===== config.mk =====
export PLATFORM = sky130hd
export DESIGN_NAME = rf_delayed_ram
export DESIGN_NICKNAME = d
export VERILOG_FILES = /design/src/rtl/rfram_pkg.sv /design/src/rtl/rfw_wr_delay.sv /design/src/rtl/rfw_store.sv /design/src/rtl/rfw_rd_port.sv /design/src/rtl/rf_delayed_ram.sv
export SDC_FILE = /design/constraint.sdc
export NUM_CORES = 1
export LEC_CHECK = 0
export BUFFER_PORTS_ARGS = -buffer_cell sky130_fd_sc_hd__buf_2
export CAP_MARGIN = 20
export CORE_MARGIN = 4
export CORE_UTILIZATION = 60
export CTS_CLUSTER_SIZE = 25
export DETAILED_ROUTE_END_ITERATION = 10
export PLACE_DENSITY = 0.78
export SETUP_SLACK_MARGIN = 0.05
export SYNTH_ARGS = -nofsm -noshare
export SYNTH_HDL_FRONTEND = slang
export SYNTH_SLANG_ARGS = --single-unit

===== constraint.sdc =====
create_clock -name clk -period 2.2 [get_ports clk]
set_input_delay 0.22 -clock clk [delete_from_list [all_inputs] [get_ports clk]]
set_output_delay 0.22 -clock clk [all_outputs]
set_load 0.03 [all_outputs]

===== src/rtl/rfram_pkg.sv =====
// Package: shared helpers for the delayed-write read-first RAM.
// Assumes data width divides evenly into lanes and lanes into groups.
package rfram_pkg;

    // Width in bits of one byte lane.
    function automatic int lane_width(input int dw, input int lanes);
        return dw / lanes;
    endfunction

    // Number of registered enable bits for a lane count and group size.
    function automatic int group_count(input int lanes, input int grp);
        return lanes / grp;
    endfunction

endpackage


===== src/rtl/rfw_wr_delay.sv =====
// Module: rfw_wr_delay
// Holds one write port for one clock cycle. Address and data registers
// carry no reset; they are ignored while the held enables are zero.
// Enables are stored as one bit per group of EN_GROUP adjacent lanes
// (set when any lane of the group is set) and fanned back out per lane.
// Assumes LANES is a multiple of EN_GROUP.
module rfw_wr_delay
    import rfram_pkg::*;
#(
    parameter int AW       = 4,
    parameter int DW       = 16,
    parameter int LANES    = 2,
    parameter int EN_GROUP = 1
) (
    input  logic             clk,
    input  logic             rst_n,
    input  logic [AW-1:0]    in_addr,
    input  logic [DW-1:0]    in_data,
    input  logic [LANES-1:0] in_lane_en,
    output logic [AW-1:0]    q_addr,
    output logic [DW-1:0]    q_data,
    output logic [LANES-1:0] q_lane_en
);
    localparam int NGRP = group_count(LANES, EN_GROUP);

    logic [NGRP-1:0] grp_en_d;
    logic [NGRP-1:0] grp_en_q;

    // Reduce each lane group to one enable bit.
    always_comb begin
        for (int g = 0; g < NGRP; g++) begin
            grp_en_d[g] = |in_lane_en[g*EN_GROUP +: EN_GROUP];
        end
    end

    // Register group enables; cleared in reset so nothing stale commits.
    always_ff @(posedge clk) begin
        if (!rst_n) grp_en_q <= '0;
        else        grp_en_q <= grp_en_d;
    end

    // Register address and data without reset (don't-care when disabled).
    always_ff @(posedge clk) begin
        q_addr <= in_addr;
        q_data <= in_data;
    end

    // Fan each group enable back out to its lanes.
    always_comb begin
        for (int l = 0; l < LANES; l++) begin
            q_lane_en[l] = grp_en_q[l / EN_GROUP];
        end
    end

    AST_EN_CLEARED: assert property (@(posedge clk)
        !rst_n |=> (q_lane_en == '0));

    for (genvar g = 0; g < NGRP; g++) begin : g_chk
        AST_GROUP_EN_CAPTURE: assert property (@(posedge clk) disable iff (!rst_n)
            rst_n |=> (q_lane_en[g*EN_GROUP +: EN_GROUP] ==
                       {EN_GROUP{|$past(in_lane_en[g*EN_GROUP +: EN_GROUP])}}));
    end

endmodule


===== src/rtl/rfw_store.sv =====
// Module: rfw_store
// Storage array committed only from the held write stage. Ports are
// applied in index order so the highest port wins a shared lane.
// Provides an unregistered word per read address for the read ports.
// Assumes the array needs no reset value.
module rfw_store
    import rfram_pkg::*;
#(
    parameter int AW    = 4,
    parameter int DW    = 16,
    parameter int LANES = 2,
    parameter int NWR   = 2,
    parameter int NRD   = 2
) (
    input  logic                 clk,
    input  logic                 rst_n,
    input  logic [NWR*AW-1:0]    pend_addr,
    input  logic [NWR*DW-1:0]    pend_data,
    input  logic [NWR*LANES-1:0] pend_en,
    input  logic [NRD*AW-1:0]    rd_addr,
    output logic [NRD*DW-1:0]    arr_word
);
    localparam int LW    = lane_width(DW, LANES);
    localparam int DEPTH = 1 << AW;

    logic [DW-1:0] mem [DEPTH];

    // Commit held writes lane by lane; later ports overwrite earlier ones.
    always_ff @(posedge clk) begin
        for (int p = 0; p < NWR; p++) begin
            for (int l = 0; l < LANES; l++) begin
                if (pend_en[p*LANES + l]) begin
                    mem[pend_addr[p*AW +: AW]][l*LW +: LW] <= pend_data[p*DW + l*LW +: LW];
                end
            end
        end
    end

    // Look up the current array word for each read address.
    always_comb begin
        for (int r = 0; r < NRD; r++) begin
            arr_word[r*DW +: DW] = mem[rd_addr[r*AW +: AW]];
        end
    end

    for (genvar l = 0; l < LANES; l++) begin : g_chk
        AST_TOP_PORT_COMMIT: assert property (@(posedge clk) disable iff (!rst_n)
            pend_en[(NWR-1)*LANES + l] |=>
            (mem[$past(pend_addr[(NWR-1)*AW +: AW])][l*LW +: LW] ==
             $past(pend_data[(NWR-1)*DW + l*LW +: LW])));
    end

endmodule


===== src/rtl/rfw_rd_port.sv =====
// Module: rfw_rd_port
// One registered read port. Forwards lanes of any held write whose
// address matches, highest write port last, over the array word.
// Assumes the array word reflects all commits before this edge.
module rfw_rd_port
    import rfram_pkg::*;
#(
    parameter int AW    = 4,
    parameter int DW    = 16,
    parameter int LANES = 2,
    parameter int NWR   = 2
) (
    input  logic                 clk,
    input  logic                 rst_n,
    input  logic [AW-1:0]        rd_addr,
    input  logic                 rd_en,
    input  logic [DW-1:0]        arr_word,
    input  logic [NWR*AW-1:0]    pend_addr,
    input  logic [NWR*DW-1:0]    pend_data,
    input  logic [NWR*LANES-1:0] pend_en,
    output logic [DW-1:0]        rd_data
);
    localparam int LW = lane_width(DW, LANES);

    logic [DW-1:0] fwd_word;

    // Overlay matching held writes onto the array word, lane by lane.
    always_comb begin
        fwd_word = arr_word;
        for (int p = 0; p < NWR; p++) begin
            for (int l = 0; l < LANES; l++) begin
                if (pend_en[p*LANES + l] && (pend_addr[p*AW +: AW] == rd_addr)) begin
                    fwd_word[l*LW +: LW] = pend_data[p*DW + l*LW +: LW];
                end
            end
        end
    end

    // Register the read result; hold when not enabled.
    always_ff @(posedge clk) begin
        if (!rst_n)     rd_data <= '0;
        else if (rd_en) rd_data <= fwd_word;
    end

    AST_RD_RESET: assert property (@(posedge clk)
        !rst_n |=> (rd_data == '0));

    AST_RD_HOLD: assert property (@(posedge clk) disable iff (!rst_n)
        !rd_en |=> $stable(rd_data));

    for (genvar l = 0; l < LANES; l++) begin : g_chk
        AST_FWD_TOP_PORT: assert property (@(posedge clk) disable iff (!rst_n)
            (rd_en && pend_en[(NWR-1)*LANES + l] && (pend_addr[(NWR-1)*AW +: AW] == rd_addr))
            |=> (rd_data[l*LW +: LW] == $past(pend_data[(NWR-1)*DW + l*LW +: LW])));
    end

endmodule


===== src/rtl/rf_delayed_ram.sv =====
// Module: rf_delayed_ram
// Read-first multi-port RAM. Each write port passes through a one-cycle
// register stage before the array; read ports forward from that stage.
// Assumes one clock, rising edge, for every port; DW divisible by LANES
// and LANES divisible by EN_GROUP.
module rf_delayed_ram
    import rfram_pkg::*;
#(
    parameter int AW       = 4,
    parameter int DW       = 16,
    parameter int LANES    = 2,
    parameter int EN_GROUP = 1,
    parameter int NWR      = 2,
    parameter int NRD      = 2
) (
    input  logic                 clk,
    input  logic                 rst_n,
    input  logic [NWR*AW-1:0]    wr_addr,
    input  logic [NWR*DW-1:0]    wr_data,
    input  logic [NWR*LANES-1:0] wr_lane_en,
    input  logic [NRD*AW-1:0]    rd_addr,
    input  logic [NRD-1:0]       rd_en,
    output logic [NRD*DW-1:0]    rd_data
);
    logic [NWR*AW-1:0]    pend_addr;
    logic [NWR*DW-1:0]    pend_data;
    logic [NWR*LANES-1:0] pend_en;
    logic [NRD*DW-1:0]    arr_word;

    for (genvar p = 0; p < NWR; p++) begin : g_wr
        rfw_wr_delay #(
            .AW(AW), .DW(DW), .LANES(LANES), .EN_GROUP(EN_GROUP)
        ) u_delay (
            .clk       (clk),
            .rst_n     (rst_n),
            .in_addr   (wr_addr[p*AW +: AW]),
            .in_data   (wr_data[p*DW +: DW]),
            .in_lane_en(wr_lane_en[p*LANES +: LANES]),
            .q_addr    (pend_addr[p*AW +: AW]),
            .q_data    (pend_data[p*DW +: DW]),
            .q_lane_en (pend_en[p*LANES +: LANES])
        );
    end

    rfw_store #(
        .AW(AW), .DW(DW), .LANES(LANES), .NWR(NWR), .NRD(NRD)
    ) u_store (
        .clk      (clk),
        .rst_n    (rst_n),
        .pend_addr(pend_addr),
        .pend_data(pend_data),
        .pend_en  (pend_en),
        .rd_addr  (rd_addr),
        .arr_word (arr_word)
    );

    for (genvar r = 0; r < NRD; r++) begin : g_rd
        rfw_rd_port #(
            .AW(AW), .DW(DW), .LANES(LANES), .NWR(NWR)
        ) u_rd (
            .clk      (clk),
            .rst_n    (rst_n),
            .rd_addr  (rd_addr[r*AW +: AW]),
            .rd_en    (rd_en[r]),
            .arr_word (arr_word[r*DW +: DW]),
            .pend_addr(pend_addr),
            .pend_data(pend_data),
            .pend_en  (pend_en),
            .rd_data  (rd_data[r*DW +: DW])
        );
    end

endmodule


# == Yosys cells after proc, flatten, opt, wreduce, memory -nomap -nowiden ==
# Memory sizes are Yosys's and may differ from the RTL's. A register that Yosys moved wholly into a read port is not among the register bits.
# Index checks and enable logic that the tools add are counted.
# word_totals
out_inout_bits,32
ff_bits,44
inputBits,56
n_memories,1
ramBits,256
wordCells,17
# memory_table
name,depth,width,read_ports,rd_ports_with_merged_regs,write_ports,line_no,text
u_store.mem,16,16,2,2,2,rfw_store.sv:26,logic [DW-1:0] mem [DEPTH];
# classes
n_mux,8
n_reduce_logical,2
# ops
cell,n
$mux W1,8
$logic_not A1 Y1,2

# == Logic depth before layout (Yosys ltp) ==
# depth
ltp_word,2
depth_mapped,8
mapped_depth_nobuf,5

# == By module ==
# Synthesis repeated with hierarchy kept, for this count alone.
# hier_totals
cells_unflattened,1181
hier_area_um2,17915.9
# by_module_without_submodules
mod,cells_each,area_each_um2,n_inst
rfw_store,931,15208.3,1
rfw_rd_port,101,900.9,2
rfw_wr_delay,24,452.9,2

# == Least setup slack after synthesis ==
# OpenSTA, ideal clock, no wires.
# synth_timing
path_kind,register to register
start,register g_wr[1].u_delay.grp_en_q[1]
end,"memory u_store.mem[12][10], enable pin"
setup_time_ns,0.384
path_slack_ns,0.276
arrival_time_ns,1.540
t_required_ns,1.816
path_stages_with_launch,6
cell_sequence,dfxtp_1 -> clkbuf_1 -> inv_1 -> nor3_1 -> nand3_1 -> o21ai_0
# synth_lines
element,line_no,text
from (decl),rfw_wr_delay.sv:27,logic [NGRP-1:0] grp_en_q;
from (signal assigned),rfw_wr_delay.sv:39,else grp_en_q <= grp_en_d;
to (decl),rfw_store.sv:26,

==> results.md <==
* Status: complete, no violations
* Switching power share of the total at about a quarter
* Number of global-route vias before repair at 13760
* Total power divided by cell area at between 700 and 800 nW/um^2
* Via count at 14080
* Pre-Repair DR Iteration Count at 6
* RSZ-0062 raised after global routing: yes
* Critical Path Max Stage Delay at 0.56 ns
* Final Skew at 0.01557 ns
* Final hold vios at 0
* Syn_nets at between 1000 and 1500
* WP data arrival at roughly 2.4 ns
* Crit Path Class: reg -> reg
* Clock share of power at 42.4%
* WL final at between 50 and 60 mm
* Maximum VDD drop at just over 0.5 mV
* Maximum clock path buffer count at 3
* Final setup fails at 0
* Design Area, Final at 21740 um^2
* Ys flop type: edfxtp_1
* Ratio of cells with drive above 1 in the final layout at roughly two fifths
* Fin nets at 1630
* Int Pwr at around 0.012 W
* CP max FO at 8
* TNS Setup at 0 ns
* Placer Congestion at about 0.94
* Initial DRC Count at 2132
* Setup crit end kind: flop
* HPWL Detailed at 39.03 mm
* Startpoint types: flop
* First-pass GRT wire length at about 85 mm
* Fraction of registers with async set/reset at 0%
* Max-Cap Viols at 0
* Ys Warns at 0
* WP buf/inv at 1
* GRT Overall Usage at 33.50%
* DR WL/cell at ~28 um
* Die Ht at approximately 180 um
* Row cnt at 63
* CTS clk-pin slew, worst paths at approximately 0.060 ns
* Largest net degree at the start of global routing at 43
* Crit path required time at between 2 and 2.5 ns
* Initial antenna violation count at 0
* Die area at approximately 34000 um^2
* Worst slew pin tran at 0.8608 ns
* Sink Count at approximately 330
* Post-synth EDFFs at 256
* GR Overflow Total at 0
* Synthesized area at between 15000 and 20000 um^2
* Synth Area per Inst at 13.18 um^2
* Period utilisation layout at 97.19%
* Sequential share of the synthesized area at between 40% and 50%
* Reg2Reg Setup Slack at a little over 0.06 ns
* Max Fclk at ~470 MHz
* NetSw at 0.003835 W
* Worst hold-check slack at 0.06548 ns
* Synth unique cells at 53
* Comb pwr share at a little under an eighth
* Cell Chain, Critical Path: nand3_1 > nor2_1 > buf_4 > mux2_2
* Fin worst setup slack at roughly 0.06 ns
* Core area at roughly 30000 um^2
* Register Area at a little over 9000 um^2
* Syn Inst Count at roughly 1400
* Fill cells at 1963
* Worst-Skew Late Latency at between 0.5 and 0.6 ns
* P&R area growth vs syn at 17.88%
* Critical path's slowest cell: dfxtp_1
* DP Area at approximately 20000 um^2
* Final ANT Viol Nets at 0
* CTS tree: done
* Pins Over Slew Limit at 0
* H-tree levels at 2
* Root Driver: clkbuf_16
* I/O pin total at about 90
* Buffers on Ports at slightly below 90
* Die W at roughly 180 um
* Dpl ws at -0.08752 ns
* Slew Limit Headroom at a little over two fifths
* Yosys reg bits at 332
* Leakage at 7.866 nW
* Hold Path Class: in -> reg
* Diode count at 0
* Reg power frac at ~46%
* DR vias/cell at ~7.1
* Residual DRC at 0
* Crit path max-delay family: simple AND/OR/NAND/NOR gates
* Clock buffer count from CTS at 38
* Initial core utilization at about three fifths
* Multi-input gate area at roughly 8500 um^2
* Final Critical Period at roughly 2.1 ns
[per-stage QoR]
step / std cells / util, % / power [W]
finish: 1994 / 72.59 / 0.01587
global route: 1994 / 72.59 / 0.01630
CTS: 1993 / 72.45 / 0.01582
detailed placement: 1880 / 66.48 / 0.009122
global placement: 1880 / 66.48 / 0.009068
floorplan: 1399 / - / 0.008464
[metal layers]
layer | track usage (%) | share of wire [%]
met1 | 48.11 | 38
met2 | 49.25 | 43
met3 | 11.56 | 15
met4 | 9.178 | 3.1
met5 | 0 | 0
[what timing repair did]
item	4_1_cts	5_1_grt
setup buffers	0	1
pin swaps	0	1
endpoints found under the hold margin	43	0
gates cloned	0	0
hold buffers	43	0
setup endpoints to repair	26	81
gates resized for setup	5	7
[synth_stat cells (all sizes together) (7+ instances only)]
master	instances	area, um^2
edfxtp	256	7687
mux2	224	2522
o21ai	111	555.5
mux4	89	2004
nand2	86	322.8
clkbuf	83	312.8
mux2i	78	780.8
dfxtp	76	1521
buf	65	375.4
nor2	43	196.4
nand3	37	195.2
a22oi	19	142.6
a211oi	18	170.2
o22ai	18	112.6
a221oi	17	148.9
inv	17	63.81
o221ai	16	140.1
o31ai	15	112.6
nor2b	12	75.07
xor2	12	105.1
o2111a	11	123.9
and2	10	62.56
nand4	10	62.56
nor3b	10	75.07
a21oi	9	45.04
a2111oi	8	108.9
a22o	8	70.07
nand2b	7	43.79
nor3	7	35.03
[cell families after synthesis]
family          share of synthesized area (%)
compound gates                          10.12
flops                                   49.93
simple gates                            6.342
xor+xnor                               0.7597
mux                                     28.77
buf+inv                                 4.077
[final timing paths]
kind | start | cells past startpoint | endpoint
max | g_wr[1].u_delay.q_lane_en[0] | 4 | u_store.mem[7][4]
min | wr_lane_en[3] | 2 | g_wr[1].u_delay.q_lane_en[1]
max reg2reg | g_wr[1].u_delay.q_lane_en[0] | 4 | u_store.mem[7][4]
min reg2reg | g_rd[0].u_rd.rd_data[0] | 2 | g_rd[0].u_rd.rd_data[0]
[flip-flops by register name, summed over array words and instances, names as in the netlist]
name                    count
g_wr.u_delay.q_data        32
g_wr.u_delay.q_addr         8
g_wr.u_delay.q_lane_en      4
u_store.mem               256
g_rd.u_rd.rd_data          32
[cell type report]
type | instances | share of cell area (%)
Clock buffer | 56 | 5.254
Tap cell | 390 | 2.244
Sequential cell | 332 | 42.37
Inverter | 17 | 0.2935
Timing Repair Buffer | 283 | 9.748
Clock inverter | 14 | 0.8862
Multi-Input combinational cell | 902 | 39.20
[power groups by stage]
stage	sequential, W	combinational [W]	clock (W)
4_1_cts	0.00722	0.00185	0.00675
6_report	0.00724	0.00190	0.00673
5_1_grt	0.00726	0.00201	0.00703
2_1_floorplan	0.00726	0.00120	0
3_5_place_dp	0.00735	0.00177	0
3_3_place_gp	0.00734	0.00173	0
[layout by cell type, fill, tap and decap left out, types with 29 or more instances in the layout]
cell / n
edfxtp_1: 256
mux2_2: 224
buf_4: 147
o21ai_0: 111
mux4_2: 89
buf_2: 85
nand2_1: 84
mux2i_1: 78
dfxtp_1: 73
dlygate4sd3_1: 43
clkbuf_16: 41
nand3_1: 35
nor2_1: 29
No activity file was read; power rests on OpenSTA's default activity.
